File: src/rtl/ee_pkg.sv
package ee_pkg;

    typedef enum logic [2:0] {
        ST_IDLE   = 3'd0,
        ST_DEVSEL = 3'd1,
        ST_ADDR   = 3'd2,
        ST_WDATA  = 3'd3,
        ST_ACK    = 3'd4,
        ST_TX     = 3'd5,
        ST_MACK   = 3'd6
    } state_e;

    typedef enum logic [1:0] {
        AF_TX    = 2'd0,
        AF_ADDR  = 2'd1,
        AF_WDATA = 2'd2
    } after_e;

endpackage

File: src/rtl/ee_line_sync.sv
module ee_line_sync #(
    parameter int LINES  = 2,
    parameter int STAGES = 2
) (
    input  logic             clk,
    input  logic             rst_n,
    input  logic [LINES-1:0] raw,
    output logic [LINES-1:0] cur,
    output logic [LINES-1:0] prev
);
    for (genvar g = 0; g < LINES; g++) begin : g_line
        logic [STAGES:0] chain_q;
        always_ff @(posedge clk or negedge rst_n) begin
            if (!rst_n) chain_q <= '1;
            else        chain_q <= {chain_q[STAGES-1:0], raw[g]};
        end
        assign cur[g]  = chain_q[STAGES-1];
        assign prev[g] = chain_q[STAGES];
    end
endmodule

File: src/rtl/ee_cond_detect.sv
module ee_cond_detect (
    input  logic scl_cur,
    input  logic scl_prev,
    input  logic sda_cur,
    input  logic sda_prev,
    output logic start_det,
    output logic stop_det,
    output logic scl_rise,
    output logic scl_fall
);
    logic scl_high;
    assign scl_high  = scl_cur & scl_prev;
    assign start_det = scl_high & sda_prev & ~sda_cur;
    assign stop_det  = scl_high & ~sda_prev & sda_cur;
    assign scl_rise  = scl_cur & ~scl_prev;
    assign scl_fall  = ~scl_cur & scl_prev;
endmodule

File: src/rtl/ee_select_match.sv
module ee_select_match #(
    parameter int         DATA_W   = 8,
    parameter int         STRAP_W  = 3,
    parameter logic [3:0] DEV_CODE = 4'b1010
) (
    input  logic [DATA_W-1:0]  sel_byte,
    input  logic [STRAP_W-1:0] strap,
    output logic               hit,
    output logic               read_dir
);
    localparam int CODE_LSB = DATA_W - 4;

    assign hit      = (sel_byte[DATA_W-1:CODE_LSB] == DEV_CODE) &&
                      (sel_byte[STRAP_W:1] == strap);
    assign read_dir = sel_byte[0];
endmodule

File: src/rtl/ee_i2c_slave.sv
module ee_i2c_slave #(
    parameter int         ADDR_W      = 7,
    parameter int         DATA_W      = 8,
    parameter int         STRAP_W     = 3,
    parameter int         SYNC_STAGES = 2,
    parameter logic [3:0] DEV_CODE    = 4'b1010
) (
    input  logic               clk,
    input  logic               rst_n,
    input  logic               scl_in,
    input  logic               sda_in,
    output logic               sda_oe,
    input  logic [STRAP_W-1:0] strap,
    input  logic               prog_busy,
    output logic               rd_en,
    output logic [ADDR_W-1:0]  rd_addr,
    input  logic [DATA_W-1:0]  rd_data,
    output logic               wr_en,
    output logic [ADDR_W-1:0]  wr_addr,
    output logic [DATA_W-1:0]  wr_data,
    output logic               wr_commit
);
    import ee_pkg::*;

    localparam int CNT_W = $clog2(DATA_W + 1);
    localparam logic [CNT_W-1:0] FULL = CNT_W'(DATA_W);

    typedef struct packed {
        state_e            st;
        after_e            nxt;
        logic [CNT_W-1:0]  cnt;
        logic [DATA_W-1:0] sh;
        logic [ADDR_W-1:0] ptr;
        logic              oe;
        logic              rd_en;
        logic [ADDR_W-1:0] rd_addr;
        logic              wr_en;
        logic [ADDR_W-1:0] wr_addr;
        logic [DATA_W-1:0] wr_data;
        logic              commit;
        logic              wrote;
        logic              macked;
    } regs_t;

    regs_t q, d;

    logic [1:0] line_cur, line_prev;
    logic       scl_s, sda_s, scl_p, sda_p;
    logic       start_det, stop_det, scl_rise, scl_fall;
    logic       sel_hit, sel_read;

    ee_line_sync #(.LINES(2), .STAGES(SYNC_STAGES)) u_sync (
        .clk   (clk),
        .rst_n (rst_n),
        .raw   ({scl_in, sda_in}),
        .cur   (line_cur),
        .prev  (line_prev)
    );

    assign scl_s = line_cur[1];
    assign sda_s = line_cur[0];
    assign scl_p = line_prev[1];
    assign sda_p = line_prev[0];

    ee_cond_detect u_cond (
        .scl_cur   (scl_s),
        .scl_prev  (scl_p),
        .sda_cur   (sda_s),
        .sda_prev  (sda_p),
        .start_det (start_det),
        .stop_det  (stop_det),
        .scl_rise  (scl_rise),
        .scl_fall  (scl_fall)
    );

    ee_select_match #(.DATA_W(DATA_W), .STRAP_W(STRAP_W), .DEV_CODE(DEV_CODE)) u_sel (
        .sel_byte (q.sh),
        .strap    (strap),
        .hit      (sel_hit),
        .read_dir (sel_read)
    );

    always_comb begin
        d        = q;
        d.rd_en  = 1'b0;
        d.wr_en  = 1'b0;
        d.commit = 1'b0;

        if (stop_det) begin
            d.st     = ST_IDLE;
            d.oe     = 1'b0;
            d.commit = q.wrote;
            d.wrote  = 1'b0;
        end else if (start_det) begin
            d.oe  = 1'b0;
            d.cnt = '0;
            d.st  = prog_busy ? ST_IDLE : ST_DEVSEL;
        end else begin
            unique case (q.st)
                ST_DEVSEL, ST_ADDR, ST_WDATA: begin
                    if (scl_rise) begin
                        d.sh  = {q.sh[DATA_W-2:0], sda_s};
                        d.cnt = q.cnt + 1'b1;
                    end else if (scl_fall && q.cnt == FULL) begin
                        d.cnt = '0;
                        if (q.st == ST_DEVSEL) begin
                            if (sel_hit) begin
                                d.oe = 1'b1;
                                d.st = ST_ACK;
                                if (sel_read) begin
                                    d.nxt     = AF_TX;
                                    d.rd_en   = 1'b1;
                                    d.rd_addr = q.ptr;
                                end else begin
                                    d.nxt = AF_ADDR;
                                end
                            end else begin
                                d.st = ST_IDLE;
                            end
                        end else if (q.st == ST_ADDR) begin
                            d.ptr = q.sh[ADDR_W-1:0];
                            d.oe  = 1'b1;
                            d.st  = ST_ACK;
                            d.nxt = AF_WDATA;
                        end else begin
                            d.wr_en   = 1'b1;
                            d.wr_addr = q.ptr;
                            d.wr_data = q.sh;
                            d.ptr     = q.ptr + 1'b1;
                            d.wrote   = 1'b1;
                            d.oe      = 1'b1;
                            d.st      = ST_ACK;
                            d.nxt     = AF_WDATA;
                        end
                    end
                end
                ST_ACK: begin
                    if (scl_fall) begin
                        d.oe  = 1'b0;
                        d.cnt = '0;
                        unique case (q.nxt)
                            AF_TX: begin
                                d.sh = rd_data;
                                d.oe = ~rd_data[DATA_W-1];
                                d.st = ST_TX;
                            end
                            AF_ADDR: d.st = ST_ADDR;
                            default: d.st = ST_WDATA;
                        endcase
                    end
                end
                ST_TX: begin
                    if (scl_rise) begin
                        d.cnt = q.cnt + 1'b1;
                    end else if (scl_fall && q.cnt != '0) begin
                        if (q.cnt == FULL) begin
                            d.oe  = 1'b0;
                            d.ptr = q.ptr + 1'b1;
                            d.st  = ST_MACK;
                        end else begin
                            d.oe = ~q.sh[DATA_W-2];
                            d.sh = q.sh << 1;
                        end
                    end
                end
                ST_MACK: begin
                    if (scl_rise) begin
                        d.macked = ~sda_s;
                        if (!sda_s) begin
                            d.rd_en   = 1'b1;
                            d.rd_addr = q.ptr;
                        end
                    end else if (scl_fall) begin
                        d.cnt = '0;
                        if (q.macked) begin
                            d.sh = rd_data;
                            d.oe = ~rd_data[DATA_W-1];
                            d.st = ST_TX;
                        end else begin
                            d.st = ST_IDLE;
                        end
                    end
                end
                default: ;
            endcase
        end
    end

    always_ff @(posedge clk or negedge rst_n) begin
        if (!rst_n) q <= '0;
        else        q <= d;
    end

    assign sda_oe    = q.oe;
    assign rd_en     = q.rd_en;
    assign rd_addr   = q.rd_addr;
    assign wr_en     = q.wr_en;
    assign wr_addr   = q.wr_addr;
    assign wr_data   = q.wr_data;
    assign wr_commit = q.commit;

endmodule

File: config.mk
export PLATFORM = sky130hd
export DESIGN_NAME = ee_i2c_slave
export DESIGN_NICKNAME = d
export VERILOG_FILES = /design/src/rtl/ee_pkg.sv /design/src/rtl/ee_line_sync.sv /design/src/rtl/ee_cond_detect.sv /design/src/rtl/ee_select_match.sv /design/src/rtl/ee_i2c_slave.sv
export SDC_FILE = /design/constraint.sdc
export NUM_CORES = 1
export LEC_CHECK = 0
export ABC_AREA = 0
export BUFFER_PORTS_ARGS = -buffer_cell sky130_fd_sc_hd__buf_2
export CAP_MARGIN = 30
export CELL_PAD_IN_SITES_DETAIL_PLACEMENT = 1
export CELL_PAD_IN_SITES_GLOBAL_PLACEMENT = 2
export CORE_MARGIN = 1
export CORE_UTILIZATION = 38
export CTS_BUF_LIST = sky130_fd_sc_hd__clkbuf_4 sky130_fd_sc_hd__clkbuf_8
export DETAILED_ROUTE_END_ITERATION = 7
export GPL_TIMING_DRIVEN = 0
export PLACE_DENSITY = 0.84
export SLEW_MARGIN = 0
export SYNTH_ARGS = -nofsm -noshare
export SYNTH_HDL_FRONTEND = slang
export SYNTH_SLANG_ARGS = --single-unit
File: constraint.sdc
create_clock -name clk -period 2.71 [get_ports clk]
set_input_delay 0.271 -clock clk [delete_from_list [all_inputs] [get_ports clk]]
set_output_delay 0.271 -clock clk [all_outputs]
set_load 0.01 [all_outputs]
==> metrics.md, run 1 <==
| Metric | Value |
|---|---|
| CP arrival | 2520 ps |
| Die Ht | 95.59 µm |
| Post-Syn Instances | 328 |
| Crit path time final | 2284 ps |
| Reg2reg setup slack | 430 ps |
| WP buf/inv | 1 |
| Max cap viols | 0 |
| Post-synth EDFFs | 0 |
| Count leader, synth | dfrtp_1 |
| Gr busiest metal | met2 |
| Avg Cell Area, Syn | 10.15 µm² |
| Rel. slew slack | 57.41% |
| CTS Root Cell | clkbuf_8 |
| Outcome | finished, final reports clean |
| Main flop type after synthesis | dfrtp_1 |
| CP Capture Point | q[40] |
| DIE WIDTH | 95.59 µm |
| H-tree Lvls | 3 |
| Rows | 33 |
| Critical path depth in cells | 7 |
| Crit Path Max Fanout | 8 |
| Finished Layout Cells | 494 |
| Synth warnings | 0 |
| PD cells | 631.9 nW/µm² |
| Diodes inserted | 0 |
| Vias in the first global route | 2768 |
| GRT Util Overall | 20.44% |
| Die area | 9136 µm² |
| Leak | 1.997 nW |
| Skew-Pair Late Insertion Delay | 350 ps |
| DRT iter0 DRCs | 58 |
| Final Hold Slack | 243.9 ps |
| # port buffers | 41 |
| Synth top cells by count | dfrtp_1, nand2_1, buf_4, mux2_2, o21ai_0 |
| Dominant cell type by area after synthesis | dfrtp_1 |
| Initial DRT Pass Iterations | 4 |
| Max-slew violation count | 0 |
| Worst VDD drop | 0.0002670 V |
| Startpoint Class | flop |
| Initial antenna violation count | 0 |
| Fmax | 437.7 MHz |
| Placed Cells | 475 |
| Met3 GRT Util | 4.785% |
| Crit end category | flop |
| Unique cell type count in the Yosys netlist | 59 |
| DR WL/cell | 16.81 µm |
| Met2 usage | 35.00% |
| Via/cell ratio | 5.209 |
| Worst r2r dst | q[40] |
| Critical R2R Launch | q[43] |
| Fin nets | 403 |
| Mapped Area | 3328 µm² |
| Top-area cell type share of the netlist area | 39.10% |
| Core area | 8341 µm² |
| Cell Area, Placed | 3685 µm² |
| Crit path cell chain | inv_1 > ha_1 > nor3b_1 > o211ai_1 > nand3_1 > nor3_4 > mux2_2 |
| Fin util | 46.92% |
| Delay of the slowest cell on the worst path | 450 ps |
| Crit path max-delay family | simple AND/OR/NAND/NOR gates |
| GPL Wtd Cong | 0.8445 |
| Reg2Reg Depth | 7 |
| HP Class | in -> reg |
| Finished Cell Area | 3914 µm² |
| CP Class | reg -> reg |
| Post-route ant nets | 0 |
| Fin crit share | 84.30% |
| # clock sinks | 58 |
| Ports | 42 |
| Asr flop ratio synth | 100.0% |
| Post-CTS setup buffers | 0 |
| # setup viols final | 0 |
| Detailed placement HPWL | 5.925 mm |
| Setup TNS | 0 ps |
| CP startpoint | q[43] |
| Largest net degree at the start of global routing | 36 |
| CP required | 2940 ps |
| Post-synthesis register bit count | 58 |
| Critical path's slowest cell | nor3_4 |
| RSZ-0062 raised after global routing | false |
| CTS buffer count | 9 |
| Met1 usage | 24.79% |
| First-pass GRT wire length | 13.90 mm |
| Via Count | 2573 |
| Area contributors post-synth | dfrtp_1, mux2_2, buf_4 |
| Share of cells above drive strength 1 | 35.22% |
| DRC viols | 0 |
| Seq/Total Area, Yosys | 43.83% |
| Syn-to-layout area delta | 17.59% |
| Synth Net Count | 347 |
| Final hold violations | 0 |
| Final WL | 8.302 mm |
| Reg clk slew, reported paths | 70 ps |
| Max Root-Sink Buffers | 2 |
| Clock Skews | 7.302 ps |
| Initial Util | 39.90% |
| Slew @ Worst Pin | 637.4 ps |
| CTS tree | done |
| Total grt overflow | 0 |
## layout by cell type, fill, tap and decap left out, types with 6 or more instances in the layout
cell type and instances:
inv_1 15, nand3_1 7, nor2b_1 7, o21ai_0 20
clkbuf_8 10, nor2_1 11, buf_2 46, dfrtp_1 52
a21oi_1 8, dfstp_2 6, mux2i_1 13, buf_4 25
nand2_1 49, nor3b_1 6, mux2_2 25, nand2b_1 7
## registers in the layout, indices dropped and copies added (netlist names)
| register | count |
|---|---|
| rd_addr | 7 |
| wr_commit | 1 |
| wr_addr | 7 |
| u_sync.g_line.chain_q | 6 |
| rd_en | 1 |
| sda_oe | 1 |
| wr_en | 1 |
| wr_data | 8 |
| q | 26 |
## power by group
group          internal, mW  switching [mW]
clock network         0.456           0.367
registers             0.989           0.142
logic                 0.269           0.249
## layout make-up
class	count	area, µm²
clock inverter	5	53.80
fill	982	4427
buffer	35	261.5
timing repair buffer	45	255.2
sequential	58	1459
inverter	15	56.30
multi-input combinational	220	1551
clock buffer	11	145.1
tap	105	131.4
## layer usage
layer	routed length (µm)	part of all wire, %
met2	4113	50
met4	171	2.1
met5	0	0
met3	313	3.8
met1	3703	45
## what timing repair did
action | 4_1_cts | 5_1_grt
hold buffers | 3 | 0
hold endpoints to repair | 24 | 0
gates resized for setup | 0 | 0
setup endpoints to repair | 0 | 0
## worst min-delay path, cell delays in order
cell and delay [ps]:
buf_2 70, nand2_1 40, nand2_1 40, mux2_2 130
## metrics by stage
stage | total power, mW | setup WS [ps]
3_5_place_dp | 1.675 | 440.0
3_3_place_gp | 1.640 | 432.9
4_1_cts | 2.515 | 423.7
6_report | 2.473 | 425.6
5_1_grt | 2.626 | 245.4
2_1_floorplan | 1.479 | 749.7
## how the worst min path moves through the flow
stage	cells past startpoint	endpoint	slack (ps)	startpoint
CTS	4	q[36]	230	rd_data[1]
global placement	0	u_sync.g_line[1].chain_q[1]	350	u_sync.g_line[1].chain_q[0]
floorplan	0	q[0]	-20	rst_n
global route	4	q[37]	260	rd_data[2]
detailed placement	1	wr_data[3]	320	rst_n
finish	4	q[37]	240	rd_data[2]
## cells by family after synthesis
family	after synthesis	share of synthesized area (%)
AOI/OAI and AO/OA	62	13.35
buffers and inverters	50	9.548
adders and majority gates	3	1.128
muxes	38	12.37
and+or+nand+nor	114	18.99
xor gates and xnor gates	3	0.7896
DFF	58	43.83
Note: power is estimated with default switching activity, not from simulation.
==> run 2, diff against run 1 <==
clock period = 2.2 ns   (was 2.71 ns; I/O delays follow)
==> run 2 against run 1 <==
  * Clock power rose by 24%
  * Non-clock buffer count is 2 higher
  * Via count decreased by 0.54%
  * First-iteration DRC count rose by 29%
  * Critical path depth shrank 1
  * Register-to-register slack lost 250 ps
  * Sequential share of layout area shrank 0.44 points
  * Global-route usage grew 0.10 points
  * Routed wire length increased by 0.42%
  * Count of clock-buffer cells in the layout unchanged
  * Final cell count up 0.40%
  * Total power up 24%
  * Critical path type unchanged
  * Largest cell class unchanged
==> metrics.md, run 2 (synthesis gave the netlist of run 1 again) <==
| Metric | Value |
|---|---|
| Commonest non-fill, non-tap cell in the layout | dfrtp_1 |
| Worst r2r dst | q[40] |
| Rel. slew slack | 57.03% |
| Crit end category | flop |
| Worst VDD drop | 0.0003417 V |
| Hold endpoint | q[37] |
| Reg clk slew, reported paths | 70 ps |
| Switching power | 942.5 µW |
| PD cells | 776.4 nW/µm² |
| Largest net degree at the start of global routing | 36 |
| Max cap viols | 0 |
| Int Pwr | 2.132 mW |
| Outcome | finished, final reports clean |
| Post-route ant nets | 0 |
| Clock Power Share | 33.2% |
| Max Root-Sink Buffers | 2 |
| Total grt overflow | 0 |
| WP buf/inv | 1 |
| Via Count | 2559 |
| Place WS | -70.00 ps |
| Hold Crit Start | rd_data[2] |
| Fin nets | 405 |
| Final Hold Slack | 191.4 ps |
| Comb pwr share | 21.7% |
| Crit path max-delay family | simple AND/OR/NAND/NOR gates |
| Die Ht | 95.59 µm |
| Max-slew violation count | 0 |
| Fin worst setup slack | 175.0 ps |
| Initial Util | 39.90% |
| Finished Layout Cells | 496 |
| CP Class | reg -> reg |
| Fin crit share | 92.05% |
| Diodes inserted | 0 |
| Pwr Total | 3.074 mW |
| Die area | 9136 µm² |
| Ports | 42 |
| Largest register FFs | 26 |
| Syn-to-layout area delta | 18.99% |
| Hold path depth | 4 |
| CP arrival | 2260 ps |
| Delay of the slowest cell on the worst path | 560 ps |
| CTS Root Cell | clkbuf_8 |
| RSZ-0062 raised after global routing | false |
| Startpoint Class | flop |
| DRC viols | 0 |
| Slew @ Worst Pin | 643.2 ps |
| Vias in the first global route | 2774 |
| Sw Ratio | 30.66% |
| Initial antenna violation count | 0 |
| Crit path cell chain | nor2b_1 > or2_1 > o22ai_1 > nor3_4 > buf_12 > mux2_2 |
| Detailed placement HPWL | 5.925 mm |
| Critical path's slowest cell | dfstp_2 |
| Reg2reg setup slack | 170 ps |
| Setup TNS | 0 ps |
| Via/cell ratio | 5.159 |
| Crit Path Max Fanout | 8 |
| Fmax | 493.8 MHz |
| HP Class | in -> reg |
| Core area | 8341 µm² |
| Final hold violations | 0 |
| # clock sinks | 58 |
| CTS buffer count | 9 |
| # setup viols final | 0 |
| Commonest non-fill, non-tap cells in the layout | dfrtp_1, nand2_1, buf_2, buf_4, mux2_2 |
| GPL Wtd Cong | 0.8445 |
| Final WL | 8.337 mm |
| Clock Skews | 7.432 ps |
| DRT iter0 DRCs | 75 |
| CP required | 2430 ps |
| DIE WIDTH | 95.59 µm |
| CTS tree | done |
| Share of cells above drive strength 1 | 36.06% |
| Leak | 2.054 nW |
| H-tree Lvls | 3 |
| Initial DRT Pass Iterations | 4 |
| Rows | 33 |
| First-pass GRT wire length | 13.94 mm |
| Placed Cells | 475 |
| Skew-Pair Late Insertion Delay | 350 ps |
| GRT Util Overall | 20.54% |
| Largest register by flop count | q |
| DR WL/cell | 16.81 µm |
| Crit path time final | 2025 ps |
| Sequential power share | 45.1% |
| Reg2Reg Depth | 6 |
| Critical R2R Launch | u_sync.g_line[1].chain_q[1] |
| # port buffers | 41 |
-- run 2: layer usage --
metal / share of wire [%] / GRT usage [%] / routed length, µm
met1: 45 / 24.84 / 3732
met4: 2.0 / 7.836 / 169
met5: 0 / 0 / 0
met2: 50 / 35.30 / 4163
met3: 3.3 / 4.785 / 271
-- run 2: stage by stage --
stage / utilization, % / area, µm²
detailed placement: 44.18 / 3685
global placement: 43.94 / 3665
global route: 47.48 / 3960
floorplan: - / 3328
finish: 47.48 / 3960
CTS: 47.16 / 3934
-- run 2: layout make-up --
type,instances,area (µm²)
Buffer,35,261.5
Clock buffer,11,145.1
Clock inverter,5,53.80
Fill cell,975,4380
Inverter,15,56.30
Multi-Input combinational cell,220,1570
Sequential cell,58,1459
Tap cell,105,131.4
Timing Repair Buffer,47,282.8
-- run 2: worst max-delay path by stage --
stage / from / endpoint / slack, ps / depth (start not counted)
after floorplan: q[43] / q[35] / 240 / 7
after global placement: q[43] / q[40] / -80 / 7
after detailed placement: q[43] / q[39] / -70 / 7
after CTS: q[43] / wr_data[6] / 70 / 7
after global routing: q[44] / q[31] / 40 / 8
final: u_sync.g_line[1].chain_q[1] / q[40] / 170 / 6
-- run 2: tightest hold or removal path: cells and delay by family --
family,cells,cell delay (ps)
muxes,1,130
buffers and inverters,1,70
and+or+nand+nor,2,80
-- run 2: repair_timing --
action	in CTS	in global routing
gates cloned	0	0
gates resized for setup	0	3
setup endpoints to repair	8	19
buffers inserted	1	1
hold endpoints to repair	24	0
hold buffers	3	0
pin swaps	1	1
-- run 2: power by group through the flow --
stage	registers, mW	clock network, mW	logic (mW)
after detailed placement	1.42	0	0.643
final	1.39	1.02	0.668
after global placement	1.41	0	0.609
after CTS	1.40	1.05	0.661
after floorplan	1.35	0	0.469
after global routing	1.42	1.09	0.756
==> run 3, diff against run 2 <==
CORE_ASPECT_RATIO = 2   (was not set)
clock period = 1.9 ns   (was 2.2 ns; I/O delays follow)
==> run 3 against run 2 <==
  * The flow now finishes with violations (negative setup slack)
  * Sequential share of layout area fell by 1.5 points
  * Cell area grew 4.3%
  * Non-clock buffer count up 6
  * Utilization is 0.63 points higher
  * Highest routed layer unchanged
  * Sequential cell count is the same
  * Clock power is 7% higher
  * Sequential power rose by 17%
  * Worst setup slack got worse by 190 ps
==> metrics.md, run 3 (synthesis gave the netlist of run 1 again) <==
| Metric | Value |
|---|---|
| Switching power | 1.119 mW |
| DIE WIDTH | 68.18 µm |
| Rows | 48 |
| DR WL/cell | 17.92 µm |
| Largest net degree at the start of global routing | 32 |
| Fin worst setup slack | -16.70 ps |
| Startpoint Class | flop |
| Metal3 WL | 259 µm |
| Initial DRT Pass Iterations | 4 |
| DRC viols | 0 |
| Failing checks | negative setup slack |
| Comb pwr share | 25.7% |
| Outcome | finished with violations |
| Die area | 9159 µm² |
| DRT iter0 DRCs | 74 |
| Fmax | 521.7 MHz |
| Int Pwr | 2.536 mW |
| # clock sinks | 58 |
| CP required | 2130 ps |
| Max Root-Sink Buffers | 2 |
| Pwr Total | 3.655 mW |
| Worst VDD drop | 0.0005574 V |
| Detailed placement HPWL | 6.615 mm |
| Crit path time final | 1917 ps |
| Finished Layout Cells | 497 |
| Met2 wire len | 5.099 mm |
| Die Ht | 134.4 µm |
| Reg clk slew, reported paths | 70 ps |
| Initial Util | 38.75% |
| RSZ-0062 raised after global routing | true |
| DR top layer | met4 |
| CP Class | reg -> reg |
| First-pass GRT wire length | 14.54 mm |
| Commonest non-fill, non-tap cells in the layout | dfrtp_1, nand2_1, buf_2, buf_4, mux2_2 |
| CTS buffer count | 9 |
| Via/cell ratio | 5.316 |
| Share of cells above drive strength 1 | 40.81% |
| Sequential power share | 44.5% |
| Initial antenna violation count | 0 |
| PD cells | 884.6 nW/µm² |
| Hold path depth | 4 |
| Crit end category | flop |
| Clock Skews | 7.801 ps |
| Vias in the first global route | 2796 |
| GRT Util Overall | 21.95% |
| Commonest non-fill, non-tap cell in the layout | dfrtp_1 |
| Placed Cells | 470 |
| CP arrival | 2150 ps |
| Final hold violations | 0 |
| Reg2Reg Depth | 7 |
| Fin crit share | 100.9% |
| Via Count | 2642 |
| HP Class | in -> reg |
| CTS Root Cell | clkbuf_8 |
| # setup viols final | 1 |
| Critical path's slowest cell | dfrtp_1 |
| Core area | 8588 µm² |
| Slew @ Worst Pin | 668.4 ps |
| Post-route ant nets | 0 |
| Crit path cell chain | inv_2 > ha_4 > nand3b_4 > nor3_4 > o32ai_4 > o31a_1 > a41o_1 |
| Routed length on met1 | 3.160 mm |
| Sw Ratio | 30.61% |
| Final WL | 8.906 mm |
| # port buffers | 41 |
| Fin nets | 411 |
| Ports | 42 |
| Delay of the slowest cell on the worst path | 390 ps |
| Clock Power Share | 29.8% |
| Leak | 2.132 nW |
| Rel. slew slack | 55.44% |
| Max cap viols | 0 |
| Crit Path Max Fanout | 9 |
| Total grt overflow | 0 |
| GPL Wtd Cong | 0.8723 |
| Syn-to-layout area delta | 24.14% |
| Diodes inserted | 0 |
| Max-slew violation count | 0 |
| H-tree Lvls | 3 |
| Largest register FFs | 26 |
| Largest register by flop count | q |
| Skew-Pair Late Insertion Delay | 350 ps |
| CTS tree | done |
==> run 3: critical path: cells and delay by family (launching register included) <==
| family | cells | cell delay [ps] |
|---|---|---|
| buffers and inverters | 1 | 90 |
| adder cells (fa/ha/maj) | 1 | 150 |
| AO/OA/AOI/OAI | 3 | 690 |
| flip-flops | 1 | 390 |
| AND/OR/NAND/NOR | 2 | 480 |
==> run 3: path summary, 6_finish.rpt <==
kind,from,to,slack (ps)
hold reg to reg,u_sync.g_line[1].chain_q[0],u_sync.g_line[1].chain_q[1],360
setup reg to reg,q[43],q[45],-20
hold / removal,rd_data[1],q[36],160
min in group asynchronous,rst_n,wr_data[3],410
setup / recovery,q[43],q[45],-20
max in group asynchronous,rst_n,sda_oe,890
==> run 3: final cells by class <==
| cell class | count | area [µm²] |
|---|---|---|
| timing repair buffer | 54 | 347.8 |
| sequential | 58 | 1459 |
| clock buffer | 14 | 180.2 |
| inverter | 15 | 56.30 |
| fill | 991 | 4457 |
| tap | 100 | 125.1 |
| clock inverter | 2 | 10.01 |
| multi-input combinational | 220 | 1684 |
| buffer | 34 | 269.0 |
==> run 3: power groups by stage <==
| stage | logic [mW] | clock network (mW) | registers [mW] |
|---|---|---|---|
| after floorplan | 0.541 | 0 | 1.57 |
| after global placement | 0.704 | 0 | 1.65 |
| after detailed placement | 0.744 | 0 | 1.66 |
| after CTS | 0.911 | 1.12 | 1.63 |
| after global routing | 1.04 | 1.18 | 1.66 |
| final | 0.938 | 1.09 | 1.63 |
==> run 3: per-stage QoR <==
| stage | TNS [ps] | instance area [µm²] | hold slack, ps | worst slack [ps] | util [%] |
|---|---|---|---|---|---|
| final | -16.70 | 4131 | 164.6 | -16.70 | 48.11 |
| after global routing | -997.4 | 4131 | 165.4 | -107.8 | 48.11 |
| after CTS | -480.7 | 4010 | 152.8 | -64.22 | 46.69 |
| after detailed placement | -6533 | 3679 | 264.0 | -286.2 | 42.83 |
| after global placement | -5956 | 3659 | 294.7 | -265.4 | 42.60 |
| after floorplan | 0 | 3328 | -105.6 | 11.02 | - |
==> run 3: repair_timing <==
item	4_1_cts	5_1_grt
hold buffers	3	0
setup buffers	3	6
pin swaps	7	7
setup endpoints to repair	44	32
gates resized for setup	23	17
endpoints found under the hold margin	23	0
==> run 3: layer usage <==
layer / global-route usage, % / up-vias
li1: - / 1247
met1: 22.26 / 1318
met2: 39.16 / 54
met3: 5.357 / 23
met4: 11.34 / 0
met5: 0 / -
